--- src/rtl/twos_addsub_pkg.sv ---
package twos_addsub_pkg;

  // Range class of one result; exactly one member is set.
  typedef struct packed {
    logic pos_ovf;
    logic neg_unf;
    logic in_range;
  } range_class_t;

endpackage

--- src/rtl/addsub_operand_cond.sv ---
module addsub_operand_cond #(
  parameter int W = 4
) (
  input  logic [W-1:0] opb_i,
  input  logic         sub_sel_i,
  output logic [W-1:0] opb_eff_o,
  output logic         cin_o
);

  // Subtraction feeds the one's complement and a forced carry-in.
  always_comb begin
    opb_eff_o = opb_i ^ {W{sub_sel_i}};
    cin_o     = sub_sel_i;
  end

endmodule

--- src/rtl/addsub_ripple.sv ---
module addsub_ripple #(
  parameter int W = 4
) (
  input  logic [W-1:0] a_i,
  input  logic [W-1:0] b_i,
  input  logic         cin_i,
  output logic [W-1:0] sum_o,
  output logic         c_into_msb_o,
  output logic         c_out_o
);

  localparam int MSB = W - 1;

  logic [W:0] chain;

  assign chain[0] = cin_i;

  for (genvar i = 0; i < W; i++) begin : g_bit
    logic p;
    logic g;
    always_comb begin
      p            = a_i[i] ^ b_i[i];
      g            = a_i[i] & b_i[i];
      sum_o[i]     = p ^ chain[i];
      chain[i+1]   = g | (p & chain[i]);
    end
  end

  assign c_into_msb_o = chain[MSB];
  assign c_out_o      = chain[W];

endmodule

--- src/rtl/addsub_range_class.sv ---
module addsub_range_class
  import twos_addsub_pkg::*;
(
  input  logic         c_into_msb_i,
  input  logic         c_out_i,
  input  logic         sum_msb_i,
  output range_class_t cls_o
);

  logic err;

  always_comb begin
    err            = c_into_msb_i ^ c_out_i;
    cls_o.pos_ovf  = err & sum_msb_i;
    cls_o.neg_unf  = err & ~sum_msb_i;
    cls_o.in_range = ~err;
  end

endmodule

--- src/rtl/twos_addsub.sv ---
module twos_addsub
  import twos_addsub_pkg::*;
#(
  parameter int W = 4
) (
  input  logic [W-1:0] opa_i,
  input  logic [W-1:0] opb_i,
  input  logic         sub_sel_i,
  output logic [W-1:0] sum_o,
  output logic         carry_o,
  output logic         pos_ovf_o,
  output logic         neg_unf_o,
  output logic         in_range_o
);

  localparam int MSB = W - 1;

  logic [W-1:0] opb_eff;
  logic         cin;
  logic         c_into_msb;
  logic         c_out;
  logic [W-1:0] sum_int;
  range_class_t cls;

  addsub_operand_cond #(.W(W)) u_cond (
    .opb_i     (opb_i),
    .sub_sel_i (sub_sel_i),
    .opb_eff_o (opb_eff),
    .cin_o     (cin)
  );

  addsub_ripple #(.W(W)) u_ripple (
    .a_i          (opa_i),
    .b_i          (opb_eff),
    .cin_i        (cin),
    .sum_o        (sum_int),
    .c_into_msb_o (c_into_msb),
    .c_out_o      (c_out)
  );

  addsub_range_class u_class (
    .c_into_msb_i (c_into_msb),
    .c_out_i      (c_out),
    .sum_msb_i    (sum_int[MSB]),
    .cls_o        (cls)
  );

  assign sum_o      = sum_int;
  assign carry_o    = c_out;
  assign pos_ovf_o  = cls.pos_ovf;
  assign neg_unf_o  = cls.neg_unf;
  assign in_range_o = cls.in_range;

endmodule

--- config.mk ---
export PLATFORM = sky130hd
export DESIGN_NAME = twos_addsub
export DESIGN_NICKNAME = d
export VERILOG_FILES = /design/src/rtl/twos_addsub_pkg.sv /design/src/rtl/addsub_operand_cond.sv /design/src/rtl/addsub_ripple.sv /design/src/rtl/addsub_range_class.sv /design/src/rtl/twos_addsub.sv
export SDC_FILE = /design/constraint.sdc
export NUM_CORES = 1
export LEC_CHECK = 0
export BUFFER_PORTS_ARGS = -buffer_cell sky130_fd_sc_hd__buf_2
export CAP_MARGIN = 40
export CORE_AREA = 4 4 41 43
export DETAILED_ROUTE_END_ITERATION = 8
export DIE_AREA = 0 0 45 47
export SYNTH_ARGS = -nofsm -noshare
export SYNTH_HDL_FRONTEND = slang
export SYNTH_SLANG_ARGS = --single-unit
--- constraint.sdc ---
create_clock -name vclk -period 3.35
set_input_delay 0.67 -clock vclk [all_inputs]
set_output_delay 0.67 -clock vclk [all_outputs]
set_load 0.05 [all_outputs]
==> results.py, run 1 <==
metrics = {
    "run_status": {
        "status": "finished clean",
    },
    "placed_design": {
        "globalplace.congestion": 0.561,
        "place_hpwl_um": 359,
        "placed_cells": 50,
        "placed_cell_area_um2": 315,
        "io_buffers": 17,
    },
    "drt": {
        "drc_errors": 0,
        "vias": 165,
        "drt_pass1_iterations": 1,
        "drt_first_iter_violations": 0,
        "wl_um": 340,
        "routedWlPerCell_um": 6.80,
        "viasPerCell": 3.30,
        "drtAntennaViolNets": 0,
    },
    "grt": {
        "grtUsageMet2_pct": 7.34,
        "grt_pass1_wl_um": 593,
        "gr-total-overflow": 0,
        "antenna_found_initial": 0,
        "top_usage_layer": "met2",
        "grt_max_degree": 5,
        "met1_usage_pct": 3.87,
        "track_usage_pct": 3.48,
        "grt_pass1_vias": 161,
        "gr-usage-met3_pct": 0.383,
    },
    "layout": {
        "seq_cells": 0,
        "syn_to_final_growth_pct": 108,
        "fin_cells": 50,
        "seqCellArea_um2": 0,
        "design_area_um2": 315,
        "clkbuf_count": 0,
        "diodes": 0,
        "fin_nets": 49,
        "n_fill_cell": 159,
        "multi_input_area_um2": 181,
        "drive_gt1_share_pct": 74.3,
    },
    "power": {
        "p_int_uw": 46.7,
        "sw_frac_of_total_pct": 72.4,
        "combPwrFrac_pct": 100.0,
        "ir_worst_vdd_mv": 0.120,
        "power.switching_uw": 123,
        "clock_power_share_pct": 0,
        "power.density_nw_per_um2": 537,
        "power.total_uw": 169,
        "pwr-share-seq_pct": 0,
        "p_leak_uw": 0.000162,
    },
    "synthesis": {
        "synth-seq-area-share_pct": 0,
        "netlist_top_cells_count": "6 x inv_1, 3 x fa_1, 3 x xor2_1",
        "ys_top_cells_by_area": "fa_1 40%, xor2_1 17%, inv_1 15%, xnor2_1 12%, mux2i_1 6.6%",
        "synth_cell_types": 7,
        "synth_most_common_cell": "inv_1",
        "synth_top_cell_area_share_pct": 39.7,
        "syn_nets": 30,
        "yosysTopAreaCell": "fa_1",
        "synth.avg_cell_area_um2": 8.41,
        "synth_warnings": 0,
        "syn-cell-area_um2": 151,
        "netlist_instances": 18,
    },
    "setup_path": {
        "cp.required_ns": 2.68,
        "startpoint_type": "primary input",
        "endpoint": "neg_unf_o",
        "cp.arrival_ns": 2.59,
        "crit_fanout": 4,
        "criticalPathCategory": "in2out",
        "crit_start": "sub_sel_i",
        "cp-end-kind": "output pin",
    },
    "timing": {
        "hold_slack_ns": 1.69,
        "worst_pin_slew_ns": 0.253,
        "relSlewSlack_pct": 83.2,
        "hold_viol": 0,
        "maxSlewViolCount": 0,
        "finalSetupViolations": 0,
        "fin_crit_sh_pct": 97.3,
        "rsz0062_at_grt": "no",
        "max_freq_mhz": 307,
        "min_period_ns": 3.26,
    },
    "hold_path": {
        "holdCritPathClass": "in2out",
    },
    "clock_network": {
        "cts_setup_buffers": 0,
        "post_cts_resized": 0,
        "hold_buffers": 0,
    },
    "floorplanning": {
        "die_w_um": 45,
        "ios": 17,
        "row_count": 13,
        "die_h_um": 47,
        "core_region_area_um2": 1300,
        "die_area_um2": 2120,
        "start_util_pct": 11.6,
    },
    "job": {
        "drv_cap": 0,
    },
}
cell type report:
cell class / count / share of cell area (%)
multi-input cells: 11 / 57.5
repair buffers: 18 / 29.4
well taps: 15 / 5.95
inverters: 6 / 7.14
layer usage:
layer / share of wire [%] / up-vias
li1: - / 83
met1: 28 / 73
met2: 57 / 9
met3: 15 / 0
met4: 0 / 0
met5: 0 / -
cells in the final DEF (no fill, tap or decap):
| master | n |
|---|---|
| inv_2 | 1 |
| buf_4 | 1 |
| inv_1 | 5 |
| xor2_4 | 1 |
| nor2_4 | 2 |
| xnor2_4 | 1 |
| buf_2 | 17 |
| fa_2 | 3 |
| xnor2_1 | 1 |
| mux2i_1 | 1 |
| xor2_1 | 2 |
metrics by stage:
stage	setup TNS (ns)	setup WS, ns	util, %
floorplan	-0.0190	-0.0161	-
global placement	0	0.0823	24.2
detailed placement	0	0.0643	24.2
CTS	0	0.0653	24.2
global route	0	0.0170	24.2
finish	0	0.0917	24.2
logic make-up (layout without fill, tap and decap cells):
| group | count (synthesis) | count (layout) | synth area share [%] |
|---|---|---|---|
| fa+ha+maj | 3 | 3 | 39.7 |
| simple gates | 2 | 2 | 4.96 |
| buf+inv | 7 | 24 | 19.8 |
| xor+xnor | 5 | 5 | 28.9 |
| mux | 1 | 1 | 6.61 |
worst max-delay path, stage by stage:
cell and delay, ns:
buf_2 0.16, xnor2_4 0.15, fa_2 0.36, fa_2 0.36
inv_2 0.07, fa_2 0.45, nor2_4 0.11, buf_2 0.26
how the worst min path moves through the flow:
stage | start | end | depth (start not counted)
floorplan | opb_i[0] | sum_o[0] | 1
global route | opa_i[0] | sum_o[0] | 3
detailed placement | opa_i[0] | sum_o[0] | 3
global placement | opa_i[0] | sum_o[0] | 3
finish | opa_i[0] | sum_o[0] | 3
CTS | opa_i[0] | sum_o[0] | 3
power by group through the flow:
| stage | Sequential [uW] | Clock (uW) | Combinational, uW |
|---|---|---|---|
| 6_report | 0 | 0 | 169 |
| 5_1_grt | 0 | 0 | 181 |
| 4_1_cts | 0 | 0 | 173 |
| 3_5_place_dp | 0 | 0 | 173 |
| 3_3_place_gp | 0 | 0 | 171 |
| 2_1_floorplan | 0 | 0 | 143 |
(Power assumes the default switching activity.)
==> run 2: changes to the inputs <==
--- a/config.mk
+++ b/config.mk
@@ -5,11 +5,11 @@
 export SDC_FILE = /design/constraint.sdc
 export NUM_CORES = 1
 export LEC_CHECK = 0
-export BUFFER_PORTS_ARGS = -buffer_cell sky130_fd_sc_hd__buf_2
 export CAP_MARGIN = 40
 export CORE_AREA = 4 4 41 43
 export DETAILED_ROUTE_END_ITERATION = 8
 export DIE_AREA = 0 0 45 47
+export DONT_BUFFER_PORTS = 1
 export SYNTH_ARGS = -nofsm -noshare
 export SYNTH_HDL_FRONTEND = slang
 export SYNTH_SLANG_ARGS = --single-unit
==> constraint.sdc (replaced) <==
create_clock -name vclk -period 3.4
set_input_delay 0.68 -clock vclk [all_inputs]
set_output_delay 0.68 -clock vclk [all_outputs]
set_load 0.05 [all_outputs]
==> results.py, run 2 (synthesis results as in run 1) <==
metrics = {
    "setup_path": {
        "worstPathCellList": "xnor2_1 > fa_2 > fa_2 > inv_2 > fa_2 > nor2_4",
        "cpMostUsedCell": "fa_2",
        "cp.required_ns": 2.72,
        "max_stage_delay_ns": 0.45,
        "cp_num_buf_inv": 1,
        "endpoint": "neg_unf_o",
        "startpoint_type": "primary input",
        "slowest_stage": "fa_2",
        "criticalPathCategory": "in2out",
        "cp_top_family": "adder cells",
        "cp.depth": 6,
        "crit_start": "sub_sel_i",
        "cp.arrival_ns": 2.43,
        "crit_fanout": 4,
        "cp-end-kind": "output pin",
    },
    "power": {
        "p_leak_uw": 0.000105,
        "ir_worst_vdd_mv": 0.202,
        "power.density_nw_per_um2": 654,
    },
    "layout": {
        "syn_to_final_growth_pct": 62.8,
        "final_common_cell": "inv_1",
        "mostFrequentLayoutCells": "5 x inv_1, 3 x fa_2, 3 x buf_4",
        "seq_cells": 0,
        "drive_gt1_share_pct": 52.4,
        "diodes": 0,
        "seqCellArea_um2": 0,
        "fin_cells": 36,
        "n_fill_cell": 159,
        "fin_nets": 35,
        "clkbuf_count": 0,
    },
    "placed_design": {
        "globalplace.congestion": 0.565,
        "place_hpwl_um": 345,
        "io_buffers": 0,
        "placed_cells": 36,
    },
    "drt": {
        "viasPerCell": 3.25,
        "wl_um": 338,
        "routedWlPerCell_um": 9.39,
        "drt_first_iter_violations": 0,
        "vias": 117,
        "drc_errors": 0,
        "drt_pass1_iterations": 1,
        "drtAntennaViolNets": 0,
    },
    "hold_path": {
        "worstHoldStart": "opb_i[0]",
        "whs_path_depth": 2,
        "holdCritPathClass": "in2out",
    },
    "run_status": {
        "status": "finished clean",
    },
    "grt": {
        "gr-total-overflow": 0,
        "antenna_found_initial": 0,
        "track_usage_pct": 3.49,
        "grtUsageMet2_pct": 6.21,
        "grt_max_degree": 5,
        "gr-usage-met3_pct": 2.68,
        "top_usage_layer": "met2",
        "met1_usage_pct": 3.44,
        "grt_pass1_wl_um": 558,
        "grt_pass1_vias": 128,
    },
    "clock_network": {
        "post_cts_resized": 0,
        "hold_buffers": 0,
        "cts_setup_buffers": 0,
    },
    "timing": {
        "relSlewSlack_pct": 72.0,
        "maxSlewViolCount": 0,
        "rsz0062_at_grt": "no",
        "hold_viol": 0,
        "tns_ns": 0,
        "worst_pin_slew_ns": 0.420,
        "fin_crit_sh_pct": 91.4,
        "finalSetupViolations": 0,
        "min_period_ns": 3.11,
        "max_freq_mhz": 322,
    },
    "floorplanning": {
        "core_region_area_um2": 1300,
        "die_area_um2": 2120,
        "die_h_um": 47,
        "ios": 17,
        "die_w_um": 45,
        "start_util_pct": 11.6,
        "row_count": 13,
    },
    "job": {
        "drv_cap": 0,
    },
}
==> run 2: worst min path at each step <==
| stage | endpoint |
|---|---|
| 2_1_floorplan | sum_o[0] |
| 3_5_place_dp | sum_o[0] |
| 4_1_cts | sum_o[0] |
| 3_3_place_gp | sum_o[0] |
| 6_report | sum_o[0] |
| 5_1_grt | sum_o[0] |
==> run 2: report_power, final <==
part / switching (uW) / internal [uW]
clock network: 0 / 0
registers: 0 / 0
logic: 116 / 44.9
==> run 2: through the flow <==
step | hold slack, ns | setup slack (ns) | cell area [um2] | util (%) | power (uW)
CTS | 1.58 | 0.276 | 246 | 18.9 | 164
floorplan | 1.63 | 0.00135 | 193 | - | 138
detailed placement | 1.58 | 0.276 | 246 | 18.9 | 164
finish | 1.58 | 0.294 | 246 | 18.9 | 161
global route | 1.59 | 0.219 | 246 | 18.9 | 171
global placement | 1.58 | 0.290 | 246 | 18.9 | 163
==> run 2: final cells by class <==
type	count	area, um2	area share [%]
Multi-Input combinational cell	11	163	66.0
Inverter	6	22.5	9.14
Timing Repair Buffer	4	42.5	17.3
Tap cell	15	18.8	7.61
==> run 2: layer usage <==
| layer | vias to the layer above | wire length (um) |
|---|---|---|
| met4 | 0 | 0 |
| met2 | 8 | 190 |
| met5 | - | 0 |
| met1 | 54 | 75 |
| li1 | 55 | - |
| met3 | 0 | 72 |
==> run 3: changes to the inputs <==
--- a/config.mk
+++ b/config.mk
@@ -6,10 +6,13 @@
 export NUM_CORES = 1
 export LEC_CHECK = 0
 export CAP_MARGIN = 40
+export CELL_PAD_IN_SITES_DETAIL_PLACEMENT = 0
+export CELL_PAD_IN_SITES_GLOBAL_PLACEMENT = 1
 export CORE_AREA = 4 4 41 43
 export DETAILED_ROUTE_END_ITERATION = 8
 export DIE_AREA = 0 0 45 47
 export DONT_BUFFER_PORTS = 1
+export PLACE_DENSITY_LB_ADDON = 0.1
 export SYNTH_ARGS = -nofsm -noshare
 export SYNTH_HDL_FRONTEND = slang
 export SYNTH_SLANG_ARGS = --single-unit
==> results.py, run 3 (synthesis results as in run 1) <==
metrics = {
    "run_status": {
        "status": "finished clean",
    },
    "layout": {
        "syn_to_final_growth_pct": 62.8,
        "clkbuf_count": 0,
        "diodes": 0,
        "mostFrequentLayoutCells": "5 x inv_1, 3 x fa_2, 3 x buf_4",
        "seqCellArea_um2": 0,
        "fin_cells": 36,
        "postLayoutCoreUtil_pct": 18.9,
        "seq_cells": 0,
        "fin_nets": 35,
        "drive_gt1_share_pct": 52.4,
        "final_common_cell": "inv_1",
    },
    "timing": {
        "finalSetupViolations": 0,
        "worst_pin_slew_ns": 0.423,
        "maxSlewViolCount": 0,
        "max_freq_mhz": 322,
        "relSlewSlack_pct": 71.8,
        "tns_ns": 0,
        "min_period_ns": 3.11,
        "hold_viol": 0,
        "rsz0062_at_grt": "no",
        "fin_crit_sh_pct": 91.5,
    },
    "setup_path": {
        "cp.required_ns": 2.72,
        "criticalPathCategory": "in2out",
        "worstPathCellList": "xnor2_1 > fa_2 > fa_2 > inv_2 > fa_2 > nor2_4",
        "crit_start": "sub_sel_i",
        "max_stage_delay_ns": 0.45,
        "cp-end-kind": "output pin",
        "endpoint": "neg_unf_o",
        "slowest_stage": "fa_2",
        "startpoint_type": "primary input",
        "cp.arrival_ns": 2.43,
        "cp_top_family": "adder cells",
        "cp_num_buf_inv": 1,
        "cp.depth": 6,
        "crit_fanout": 4,
        "cpMostUsedCell": "fa_2",
    },
    "drt": {
        "wl_um": 355,
        "routedWlPerCell_um": 9.86,
        "drc_errors": 0,
        "drt_pass1_iterations": 1,
        "vias": 116,
        "viasPerCell": 3.22,
        "drt_first_iter_violations": 0,
        "drtAntennaViolNets": 0,
    },
    "job": {
        "drv_cap": 0,
    },
    "grt": {
        "grt_pass1_wl_um": 572,
        "grt_pass1_vias": 124,
        "antenna_found_initial": 0,
        "gr-total-overflow": 0,
        "track_usage_pct": 3.56,
        "grt_max_degree": 5,
    },
    "power": {
        "ir_worst_vdd_mv": 0.138,
        "sw_frac_of_total_pct": 72.2,
        "power.density_nw_per_um2": 658,
        "pwr-share-seq_pct": 0,
        "p_leak_uw": 0.000105,
        "clock_power_share_pct": 0,
        "power.total_uw": 162,
        "power.switching_uw": 117,
        "combPwrFrac_pct": 100.0,
        "p_int_uw": 45.1,
    },
    "clock_network": {
        "cts_setup_buffers": 0,
        "hold_buffers": 0,
        "post_cts_resized": 0,
    },
    "floorplanning": {
        "die_area_um2": 2120,
        "core_region_area_um2": 1300,
        "start_util_pct": 11.6,
        "die_w_um": 45,
        "ios": 17,
        "row_count": 13,
        "die_h_um": 47,
    },
    "placed_design": {
        "placed_cells": 36,
        "io_buffers": 0,
        "globalplace.congestion": 0.572,
    },
    "hold_path": {
        "holdCritPathClass": "in2out",
    },
}
-- run 3: worst min-delay path by stage --
stage / startpoint / end / slack (ns) / cells after the start
6_report: opb_i[0] / sum_o[0] / 1.58 / 2
2_1_floorplan: opb_i[0] / sum_o[0] / 1.63 / 1
3_3_place_gp: opb_i[0] / sum_o[0] / 1.58 / 2
3_5_place_dp: opb_i[0] / sum_o[0] / 1.58 / 2
4_1_cts: opb_i[0] / sum_o[0] / 1.59 / 2
5_1_grt: opb_i[0] / sum_o[0] / 1.59 / 2
-- run 3: layer usage --
metal  global-route usage, %  wire, um  vias to the layer above
li1                        -         -                       54
met1                    5.02       100                       55
met2                    5.93       217                        7
met3                   0.766        37                        0
met4                       0         0                        0
met5                       0         0                        -
-- run 3: metrics by stage --
step / hold WS, ns / area (um2) / setup WS (ns)
global placement: 1.58 / 246 / 0.285
CTS: 1.59 / 246 / 0.276
floorplan: 1.63 / 193 / 0.00135
detailed placement: 1.58 / 246 / 0.276
global route: 1.59 / 246 / 0.186
finish: 1.58 / 246 / 0.290
-- run 3: layout make-up --
class / instances / area, um2
inverter: 6 / 22.5
tap: 15 / 18.8
timing repair buffer: 4 / 42.5
fill: 153 / 1050
multi-input combinational: 11 / 163
-- run 3: power groups by stage --
stage / clock network (uW) / logic (uW) / registers, uW
2_1_floorplan: 0 / 138 / 0
3_3_place_gp: 0 / 163 / 0
3_5_place_dp: 0 / 165 / 0
4_1_cts: 0 / 165 / 0
5_1_grt: 0 / 172 / 0
6_report: 0 / 162 / 0
